`config.mk`:
```
export PLATFORM = sky130hd
export DESIGN_NAME = clkgate_ctrl
export DESIGN_NICKNAME = d
export VERILOG_FILES = /design/src/rtl/clkgate_pkg.sv /design/src/rtl/clkgate_sync.sv /design/src/rtl/clkgate_lane.sv /design/src/rtl/clkgate_ctrl.sv
export SDC_FILE = /design/constraint.sdc
export NUM_CORES = 1
export LEC_CHECK = 0
export BUFFER_PORTS_ARGS = -buffer_cell sky130_fd_sc_hd__buf_2
export CORE_MARGIN = 5
export CORE_UTILIZATION = 46
export DETAILED_ROUTE_END_ITERATION = 7
export GPL_TIMING_DRIVEN = 1
export PLACE_DENSITY = 0.77
export SLEW_MARGIN = 5
export SYNTH_ARGS = -nofsm -noshare
export SYNTH_HDL_FRONTEND = slang
export SYNTH_HIERARCHICAL = 1
export SYNTH_SLANG_ARGS = --single-unit
```
`constraint.sdc`:
```
create_clock -name clk -period 1.8 [get_ports clk]
set_clock_uncertainty 0.15 [all_clocks]
set_input_delay 0.09 -clock clk [delete_from_list [all_inputs] [get_ports clk]]
set_output_delay 0.09 -clock clk [all_outputs]
set_load 0.02 [all_outputs]
```
`src/rtl/clkgate_pkg.sv`:
```
package clkgate_pkg;

  typedef enum logic [1:0] {PAIR_RUN, PAIR_PARK, PAIR_FLOAT} pair_drive_e;

  // Falling edges already counted under an active request, saturating.
  function automatic int next_seen(int seen, bit req, int edges);
    if (!req) return 0;
    return (seen >= edges - 1) ? edges - 1 : seen + 1;
  endfunction

  // True when the current falling edge completes the required count.
  function automatic bit halt_on_edge(int seen, bit req, int edges);
    return req && (seen >= edges - 1);
  endfunction

  function automatic pair_drive_e pair_drive(bit stopped, bit disabled, bit float_mode);
    if (stopped) return float_mode ? PAIR_FLOAT : PAIR_PARK;
    if (disabled) return PAIR_PARK;
    return PAIR_RUN;
  endfunction

endpackage

```
`src/rtl/clkgate_sync.sv`:
```
module clkgate_sync #(
  parameter int W      = 2,
  parameter int STAGES = 2
) (
  input  logic         clk,
  input  logic         rst_n,
  input  logic [W-1:0] d,
  output logic [W-1:0] q
);
  logic [W-1:0] pipe [STAGES];

  always_ff @(posedge clk or negedge rst_n) begin
    if (!rst_n) begin
      for (int s = 0; s < STAGES; s++) pipe[s] <= '1;
    end else begin
      pipe[0] <= d;
      for (int s = 1; s < STAGES; s++) pipe[s] <= pipe[s-1];
    end
  end

  assign q = pipe[STAGES-1];
endmodule

```
`src/rtl/clkgate_lane.sv`:
```
module clkgate_lane #(
  parameter int N          = 3,
  parameter int STOP_EDGES = 2
) (
  input  logic         clk,
  input  logic         rst_n,
  input  logic         src,
  input  logic         stop_req,
  input  logic [N-1:0] stoppable,
  input  logic [N-1:0] enable,
  output logic         lvl,
  output logic         fall,
  output logic [N-1:0] stop_q,
  output logic [N-1:0] dis_q
);
  import clkgate_pkg::*;

  localparam int CW = (STOP_EDGES > 1) ? $clog2(STOP_EDGES) : 1;

  logic          src_d1;
  logic [CW-1:0] seen_q;
  logic          halt;

  always_ff @(posedge clk or negedge rst_n) begin
    if (!rst_n) begin
      lvl    <= 1'b0;
      src_d1 <= 1'b0;
    end else begin
      lvl    <= src;
      src_d1 <= lvl;
    end
  end

  assign fall = src_d1 & ~lvl;
  assign halt = halt_on_edge(int'(seen_q), stop_req, STOP_EDGES);

  always_ff @(posedge clk or negedge rst_n) begin
    if (!rst_n) seen_q <= '0;
    else if (fall) seen_q <= CW'(next_seen(int'(seen_q), stop_req, STOP_EDGES));
  end

  for (genvar i = 0; i < N; i++) begin : g_out
    always_ff @(posedge clk or negedge rst_n) begin
      if (!rst_n) begin
        stop_q[i] <= 1'b0;
        dis_q[i]  <= 1'b1;
      end else if (fall) begin
        stop_q[i] <= stoppable[i] & halt;
        dis_q[i]  <= ~enable[i];
      end
    end
  end
endmodule

```
`src/rtl/clkgate_ctrl.sv`:
```
module clkgate_ctrl #(
  parameter int N_CPU      = 3,
  parameter int N_PCI      = 7,
  parameter int N_PCIF     = 3,
  parameter int N_M48      = 2,
  parameter int CPU_EDGES  = 2,
  parameter int PCI_EDGES  = 1,
  parameter int SYNC_STAGES = 2
) (
  input  logic              clk,
  input  logic              rst_n,
  input  logic              cpu_src,
  input  logic              pci_src,
  input  logic              m48_src,
  input  logic              cpu_stop_n,
  input  logic              pci_stop_n,
  input  logic              pci_stop_reg,
  input  logic              cpu_hiz_mode,
  input  logic [N_CPU-1:0]  cpu_free,
  input  logic [N_CPU-1:0]  cpu_en,
  input  logic [N_PCIF-1:0] pcif_stoppable,
  input  logic [N_PCI-1:0]  pci_en,
  input  logic [N_PCIF-1:0] pcif_en,
  input  logic [N_M48-1:0]  m48_en,
  output logic [N_CPU-1:0]  cpu_t,
  output logic [N_CPU-1:0]  cpu_c,
  output logic [N_CPU-1:0]  cpu_oe,
  output logic [N_PCI-1:0]  pci_o,
  output logic [N_PCIF-1:0] pcif_o,
  output logic [N_M48-1:0]  m48_o
);
  import clkgate_pkg::*;

  localparam int N_PALL = N_PCI + N_PCIF;

  // Synchronized stop pins: bit 0 CPU, bit 1 PCI.
  logic [1:0] pins_sync;
  logic       cpu_req, pci_req;

  clkgate_sync #(.W(2), .STAGES(SYNC_STAGES)) u_sync (
    .clk(clk), .rst_n(rst_n),
    .d({pci_stop_n, cpu_stop_n}),
    .q(pins_sync)
  );

  assign cpu_req = ~pins_sync[0];
  assign pci_req = ~(pins_sync[1] & pci_stop_reg);

  // CPU group
  logic             cpu_lvl, cpu_fall;
  logic [N_CPU-1:0] cpu_stop_q, cpu_dis_q;

  clkgate_lane #(.N(N_CPU), .STOP_EDGES(CPU_EDGES)) u_cpu_lane (
    .clk(clk), .rst_n(rst_n), .src(cpu_src), .stop_req(cpu_req),
    .stoppable(~cpu_free), .enable(cpu_en),
    .lvl(cpu_lvl), .fall(cpu_fall), .stop_q(cpu_stop_q), .dis_q(cpu_dis_q)
  );

  for (genvar i = 0; i < N_CPU; i++) begin : g_pair
    pair_drive_e drv;
    assign drv = pair_drive(cpu_stop_q[i], cpu_dis_q[i], cpu_hiz_mode);
    always_comb begin
      unique case (drv)
        PAIR_RUN:   begin cpu_t[i] = cpu_lvl; cpu_c[i] = ~cpu_lvl; cpu_oe[i] = 1'b1; end
        PAIR_PARK:  begin cpu_t[i] = 1'b1;    cpu_c[i] = 1'b0;     cpu_oe[i] = 1'b1; end
        default:    begin cpu_t[i] = 1'b0;    cpu_c[i] = 1'b0;     cpu_oe[i] = 1'b0; end
      endcase
    end
  end

  // PCI group: regular clocks in the low bits, free clocks above.
  logic              pci_lvl, pci_fall;
  logic [N_PALL-1:0] pci_stop_q, pci_dis_q, pci_gated;

  clkgate_lane #(.N(N_PALL), .STOP_EDGES(PCI_EDGES)) u_pci_lane (
    .clk(clk), .rst_n(rst_n), .src(pci_src), .stop_req(pci_req),
    .stoppable({pcif_stoppable, {N_PCI{1'b1}}}), .enable({pcif_en, pci_en}),
    .lvl(pci_lvl), .fall(pci_fall), .stop_q(pci_stop_q), .dis_q(pci_dis_q)
  );

  assign pci_gated = {N_PALL{pci_lvl}} & ~pci_stop_q & ~pci_dis_q;
  assign pci_o     = pci_gated[N_PCI-1:0];
  assign pcif_o    = pci_gated[N_PALL-1:N_PCI];

  // 48 MHz group: enables only.
  logic             m48_lvl, m48_fall;
  logic [N_M48-1:0] m48_stop_q, m48_dis_q;

  clkgate_lane #(.N(N_M48), .STOP_EDGES(1)) u_m48_lane (
    .clk(clk), .rst_n(rst_n), .src(m48_src), .stop_req(1'b0),
    .stoppable({N_M48{1'b0}}), .enable(m48_en),
    .lvl(m48_lvl), .fall(m48_fall), .stop_q(m48_stop_q), .dis_q(m48_dis_q)
  );

  assign m48_o = {N_M48{m48_lvl}} & ~m48_stop_q & ~m48_dis_q;
endmodule

```
# --- After elaboration in Yosys (flattened, before gate mapping) ---
# Cells that the tools add are included.
# Widths: inputs -> output; s select.
totals:
  reg_bits: 33
  latchBits: 0
  ram_bits: 0
  romBits: 0
  in_bits: 30
  output_inout_bits: 21
  memories: 0
op_classes:
  addsub: 1
  mul: 0
  div_mod_pow: 0
  n_lt_le_gt_ge: 1
  n_eq_ne: 3
  n_shift: 0
  muxes: 35
  n_bitwise: 37
  n_reduce_logical: 7
op_table:
  columns: ["cell", "count"]
  rows:
  - ["$mux 2", 13]
  - ["$and 10x10->10", 2]
  - ["$not 1->1", 20]
  - ["$not 10->10", 2]
  - ["$mux 1", 19]
  - ["$and 1x1->1", 10]
  - ["$eq 2x1->1 const B", 3]
  - ["$logic_not 2->1", 3]
  - ["$pmux 1 s2", 3]
  - ["$reduce_or 2->1", 3]
  - ["$not 3->3", 1]
  - ["$and 2x2->2", 1]
  - ["$not 2->2", 1]
  - ["$add 1x1->1 const B", 1]
  - ["$ge 1x1->1 const B", 1]
  - ["$logic_and 1x1->1", 1]

# --- Longest topological paths before layout ---
# Gate-level depths: netlist (run 1).
logic_depth:
  depth_word: 8
  depth_mapped: 5

# --- By module ---
# Netlist (run 1), hierarchy kept.
modules_own_cells:
  columns: ["mod", "n_inst", "cells_per_inst", "area_per_inst_um2", "seq_area_each_um2"]
  rows:
  - ["clkgate_lane at u_pci_lane", 1, 77, 913.4, 563.0]
  - ["clkgate_lane at u_cpu_lane", 1, 23, 350.3, 229.0]
  - ["clkgate_lane at u_m48_lane", 1, 18, 240.2, 152.6]
  - ["clkgate_ctrl", 1, 28, 222.7, 0.0]
  - ["clkgate_sync", 1, 6, 120.1, 105.1]

# --- Worst setup path before layout (run 1) ---
# Ideal clock, no wire load.
synth_timing:
  kind: "flip-flop to flip-flop"
  startpoint: "reg u_cpu_lane.lvl"
  endpoint: "reg u_cpu_lane.seen_q"
  setup_ns: 0.125
  t_arrival_ns: 0.977
  path_slack_ns: 0.547
  path_stages_with_launch: 4
  n_path_buf: 1
  synth_period_minus_slack_ns: 1.253
  cell_sequence: "dfrtp_1 -> nand2b_4 -> buf_6 -> mux2_4"
synth_between:
  elab_chain_len: 2
synth_lines:
  columns: ["element", "line", "text"]
  rows:
  - ["from (decl)", "clkgate_lane.sv:11", "output logic lvl,"]
  - ["from (signal assigned)", "clkgate_lane.sv:29", "lvl <= src;"]
  - ["$not 1->1", "clkgate_lane.sv:34", "assign fall = src_d1 & ~lvl;"]
  - ["$and 1x1->1", "clkgate_lane.sv:34", null]
  - ["to (signal assigned)", "clkgate_lane.sv:39", "else if (fall) seen_q <= CW'(next_seen(int'(seen_q), stop_req, STOP_EDGES));"]
  - ["to (decl)", "clkgate_lane.sv:21", "logic [CW-1:0] seen_q;"]
# Every way passes these cells.
# A chain may end at the register's enable or synchronous reset.

# --- Final worst setup path (run 1) ---
layout_timing:
  startpoint: "reg u_pci_lane.lvl"
  endpoint: "out pcif_o[0]"
layout_between:
  elab_chain_len: 2
layout_lines:
  columns: ["element", "line", "text"]
  rows:
  - ["from (decl)", "clkgate_lane.sv:11", null]
  - ["from (signal assigned)", "clkgate_lane.sv:29", null]
  - ["$and 10x10->10 (2 in series)", "clkgate_ctrl.sv:81", "assign pci_gated = {N_PALL{pci_lvl}} & ~pci_stop_q & ~pci_dis_q;"]
  - ["to (decl)", "clkgate_ctrl.sv:29", "output logic [N_PCIF-1:0] pcif_o,"]
# Every way passes these cells.

==> flow_summary.json, run 1 <==
{
  "outcome": "finished clean",
  "vias_per_cell": 4.25,
  "nets": 269,
  "cp_top_family": "flip-flops",
  "port-buffer-count": 50,
  "setup-violations-final": 0,
  "whs_path_depth": 4,
  "min_from": "pci_stop_reg",
  "r2r_slack_ns": 0.36,
  "setup.worst_path.start_class": "flop",
  "place.gp.congestion": 0.726,
  "post_cts_resized": 0,
  "maxCapViolCount": 0,
  "cts_tree": "yes",
  "dp_hpwl_um": 2300,
  "p_seq_share_pct": 53.9,
  "drt_first_pass_iters": 3,
  "grt_usage_pct": 14.2,
  "slew_violations": 0,
  "avgSynthCellArea_sq_um": 12.2,
  "finalPower_mw": 2.15,
  "net-switching-power_mw": 0.601,
  "layout-drive-gt1-share_pct": 40.4,
  "grt_max_degree": 42,
  "clock_sinks": 41,
  "antenna_found_initial": 0,
  "post_drt_wl_per_cell_um": 11.6,
  "synth_cells": 151,
  "tns_ns": 0,
  "htree_num_levels": 2,
  "die_w_um": 73.3,
  "hold_class": "primary input to flop",
  "slowest_stage": "dfrtp_1",
  "cts.path.max_buffers": 2,
  "finalHoldViolations": 0,
  "seq_area_sq_um": 1050,
  "whs_endpoint": "u_pci_lane/stop_q[7]",
  "netlist_area_sq_um": 1840,
  "rsz0062_at_grt": "false",
  "dieArea_sq_um": 5370,
  "rr_endpoint": "u_pci_lane/dis_q[0]",
  "critical_path_class": "flop to output pin",
  "fmax_ghz": 0.671,
  "detail-route-antenna-nets": 0,
  "core_area_sq_um": 3940,
  "initial_core_util_pct": 46.7,
  "clockPowerShare_pct": 27.4,
  "required_ns": 1.56,
  "yosysWarnings": 6,
  "cts_buffers": 5,
  "comb_power_share_pct": 18.7,
  "dr.first_iter.drc_count": 53,
  "ios": 51,
  "clock_latency_ns": 0.29,
  "fillCellCount": 309,
  "rows": 23,
  "drc": 0,
  "wirelength_um": 3380,
  "die_y_um": 73.3,
  "critPathArrivalTime_ns": 1.25,
  "grt_pass1_wl_um": 5790,
  "syn_to_final_growth_pct": 36.0,
  "worst-path-buf-inv": 1,
  "p_int_mw": 1.55,
  "crit_path_end_kind": "output pin",
  "irDropWorstVdd_uv": 570,
  "finalCoreUtilization_pct": 63.6,
  "layout_min_cycle_time_ns": 1.49,
  "grt_pass1_vias": 1333,
  "diodes": 0,
  "multi_input_comb_area_sq_um": 644,
  "timing.rr.start": "u_pci_lane/lvl",
  "cellPowerDensity_nw_per_um2": 857,
  "period_share_pct": 82.8,
  "overflow": 0,
  "cpPeakStageDelay_ns": 0.53,
  "routed-via-count": 1232,
  "leakagePower_nw": 1.28,
  "path_max_fanout": 12,
  "r2r_cells": 3,
  "switching_share_pct": 28.0,
  "clkTransAtPathRegs_ns": 0.08,
  "path_cells": "nor3b_2, buf_2",
  "cts_root_buffer": "clkbuf_8"
}
tightest hold or removal path: cells and delay by family:
family,cells,cell delay [ns]
AND/OR/NAND/NOR,2,0.32
buffers and inverters,1,0.08
multiplexers,1,0.06
worst max path at each step:
stage	cells past startpoint	start	endpoint	slack [ns]
after floorplan	3	u_cpu_lane/lvl	u_cpu_lane/seen_q	0.55
after global placement	3	u_pci_lane/lvl	u_pci_lane/dis_q[3]	0.50
after detailed placement	3	u_pci_lane/lvl	u_pci_lane/dis_q[0]	0.39
after CTS	2	u_pci_lane/lvl	pcif_o[0]	0.28
after global routing	2	u_pci_lane/lvl	pci_o[6]	0.23
final	2	u_pci_lane/lvl	pcif_o[0]	0.31
state kept, by name, indices dropped and copies added (netlist names):
signal and count:
u_m48_lane/dis_q 2, u_pci_lane/dis_q 10, u_cpu_lane/src_d1 1, u_m48_lane/src_d1 1, u_m48_lane/lvl 1, u_cpu_lane/stop_q 3
u_pci_lane/lvl 1, u_cpu_lane/dis_q 3, u_pci_lane/stop_q 10, u_cpu_lane/seen_q 1, u_pci_lane/src_d1 1, u_sync/q 2
u_sync/pipe 2, u_m48_lane/stop_q 2, u_cpu_lane/lvl 1
cells in the final DEF, fill, tap and decap left out, drive strengths merged:
master,count
a21oi,3
a22o,3
and4b,1
buf,53
clkbuf,5
clkinv,3
conb,11
dfrtp,22
dfstp,19
dlygate4sd3,27
inv,31
mux2,1
mux2i,27
nand2,16
nand2b,1
nor2b,2
nor3,3
nor3b,12
metal layers:
| metal | vias to the layer above | GRT usage [%] | part of all wire, % |
|---|---|---|---|
| met2 | 24 | 24.3 | 52 |
| li1 | 636 | - | - |
| met3 | 7 | 5.47 | 4.7 |
| met1 | 565 | 16.1 | 41 |
| met5 | - | 0 | 0 |
| met4 | 0 | 5.23 | 1.5 |
layout make-up:
cell class,instances,share of cell area [%]
Clock buffer,5,2.74
Clock inverter,3,0.898
Inverter,31,4.64
Multi-Input combinational cell,80,25.7
Sequential cell,41,41.9
Tap cell,50,2.50
Timing Repair Buffer,80,21.7
repair_timing:
action / in CTS / in global routing
hold endpoints to repair: 48 / 0
setup buffers: 0 / 0
hold buffers: 27 / 0
stage by stage:
step           std cells  worst slack (ns)  cell area (sq um)  hold slack, ns
6_report             290             0.310               2510           0.147
5_1_grt              290             0.225               2510           0.204
4_1_cts              290             0.281               2510           0.144
3_5_place_dp         255             0.392               2150          0.0266
3_3_place_gp         255             0.503               2150          0.0259
2_1_floorplan        160             0.550               1880          -0.356
power by group through the flow:
| stage | sequential (mW) | combinational (mW) | clock [mW] |
|---|---|---|---|
| detailed placement | 1.17 | 0.361 | 0 |
| global placement | 1.17 | 0.350 | 0 |
| finish | 1.16 | 0.402 | 0.589 |
| CTS | 1.16 | 0.406 | 0.614 |
| floorplan | 1.15 | 0.250 | 0 |
| global route | 1.18 | 0.447 | 0.650 |
Power figures use the tool's default switching activity.
==> run 2: changes to the inputs <==
- clock period: 1.8 -> 1.4 ns (I/O delays scaled with it)
==> flow_summary.json, run 2 (synthesis results as in run 1) <==
{
  "finalPower_mw": 2.78,
  "required_ns": 1.18,
  "rows": 23,
  "syn_to_final_growth_pct": 40.9,
  "layout_min_cycle_time_ns": 1.44,
  "cts_tree": "yes",
  "detail-route-antenna-nets": 0,
  "critPathArrivalTime_ns": 1.22,
  "port-buffer-count": 50,
  "slowest_stage": "dfstp_2",
  "grt_usage_pct": 14.2,
  "cp_top_family": "flip-flops",
  "outcome": "complete, but fails checks",
  "overflow": 0,
  "period_share_pct": 103,
  "slew_violations": 0,
  "setup.worst_path.start_class": "flop",
  "setup_ws_ns": -0.0391,
  "clkTransAtPathRegs_ns": 0.07,
  "layout_commonest_cell": "buf_2",
  "post_drt_wl_per_cell_um": 12.3,
  "irDropWorstVdd_uv": 669,
  "hold_class": "primary input to async pin",
  "cts.path.max_buffers": 2,
  "antenna_found_initial": 0,
  "htree_num_levels": 2,
  "nets": 273,
  "clock_sinks": 41,
  "place.gp.congestion": 0.714,
  "cts_root_buffer": "clkbuf_8",
  "initial_core_util_pct": 46.7,
  "setup-violations-final": 3,
  "core_area_sq_um": 3940,
  "violations": "setup timing",
  "worst-path-buf-inv": 1,
  "path_max_fanout": 2,
  "die_y_um": 73.3,
  "leakagePower_nw": 1.31,
  "critical_path_class": "flop to output pin",
  "dr.first_iter.drc_count": 50,
  "ios": 51,
  "diodes": 0,
  "finalHoldViolations": 0,
  "grt_pass1_wl_um": 5690,
  "grt_pass1_vias": 1301,
  "wirelength_um": 3630,
  "fillCellCount": 302,
  "dp_hpwl_um": 2290,
  "fin_cells": 294,
  "vias_per_cell": 4.31,
  "layout-drive-gt1-share_pct": 43.0,
  "maxCapViolCount": 0,
  "rsz0062_at_grt": "true",
  "placed_cells": 256,
  "cts_buffers": 5,
  "cpPeakStageDelay_ns": 0.54,
  "clock_latency_ns": 0.28,
  "cellPowerDensity_nw_per_um2": 1070,
  "placed_area_sq_um": 2170,
  "dieArea_sq_um": 5370,
  "final_area_sq_um": 2600,
  "fmax_ghz": 0.695,
  "path_cells": "nor3_2, a21oi_1, buf_4",
  "die_w_um": 73.3,
  "layout_common_cells": "buf_2, inv_1, dlygate4sd3_1, mux2i_1",
  "whs_ns": 0.133,
  "crit_path_end_kind": "output pin",
  "reg_top3": "u_pci_lane/dis_q (10), u_pci_lane/stop_q (10)",
  "drt_first_pass_iters": 4,
  "routed-via-count": 1266,
  "drc": 0,
  "grt_max_degree": 42
}
==> run 2: changes by cell type in the layout (fill, tap and decap cells not counted), sizes merged <==
cell,before,now
buf,53,57
clkbuf,5,6
clkinv,3,2
==> run 2: power breakdown <==
| group | switching [mW] | internal (mW) | leakage (nW) |
|---|---|---|---|
| registers | 0.109 | 1.38 | 0.466 |
| logic | 0.278 | 0.292 | 0.797 |
| clock network | 0.372 | 0.345 | 0.0450 |
| total | 0.759 | 2.02 | 1.31 |
==> run 2: worst paths after layout <==
kind / cells past startpoint / to / slack [ns] / startpoint
worst max-delay path: 3 / cpu_t[0] / -0.04 / u_cpu_lane/dis_q[0]
worst max register to register: 3 / u_cpu_lane/seen_q / 0.03 / u_cpu_lane/lvl
min in group clk: 4 / u_pci_lane/stop_q[7] / 0.15 / pci_stop_reg
max in group asynchronous: 3 / u_sync/q[0] / 0.70 / rst_n
worst min-delay path: 3 / u_pci_lane/stop_q[9] / 0.13 / rst_n
worst min register to register: 0 / u_sync/q[1] / 0.21 / u_sync/pipe[3]
==> run 2: stage by stage <==
stage / TNS, ns / worst slack [ns] / utilization [%]
after detailed placement: 0 / 0.0976 / 54.9
after global routing: -0.493 / -0.0882 / 65.9
after floorplan: 0 / 0.150 / -
after CTS: -0.0157 / -0.00741 / 64.4
final: -0.0623 / -0.0391 / 65.9
after global placement: 0 / 0.180 / 54.9
==> run 2: repair_timing <==
item | CTS | global route
pin swaps | 0 | 2
resized for setup | 5 | 14
endpoints found under the setup margin | 8 | 15
gates cloned | 0 | 0
buffers inserted | 1 | 2
hold buffers | 27 | 0
endpoints found under the hold margin | 67 | 0
==> run 2: worst reg2reg max path: stages (launching register included) <==
cell and delay, ns:
dfrtp_2 0.47, buf_4 0.16, nand2b_4 0.18, mux2_4 0.30
==> run 2: per-layer routing <==
metal  GRT usage, %  part of all wire [%]  vias up
met4           7.85                   3.4        0
met5              0                     0        -
li1               -                     -      643
met3           3.56                   5.2       13
met1           17.4                    39      574
met2           22.9                    52       36
==> run 2: cell type report <==
| cell class | count | area, sq um | share of cell area (%) |
|---|---|---|---|
| timing repair buffer | 84 | 617 | 23.8 |
| clock inverter | 2 | 10.0 | 0.386 |
| multi-input combinational | 80 | 664 | 25.6 |
| sequential | 41 | 1050 | 40.6 |
| inverter | 31 | 116 | 4.48 |
| tap | 50 | 62.6 | 2.41 |
| clock buffer | 6 | 72.6 | 2.80 |
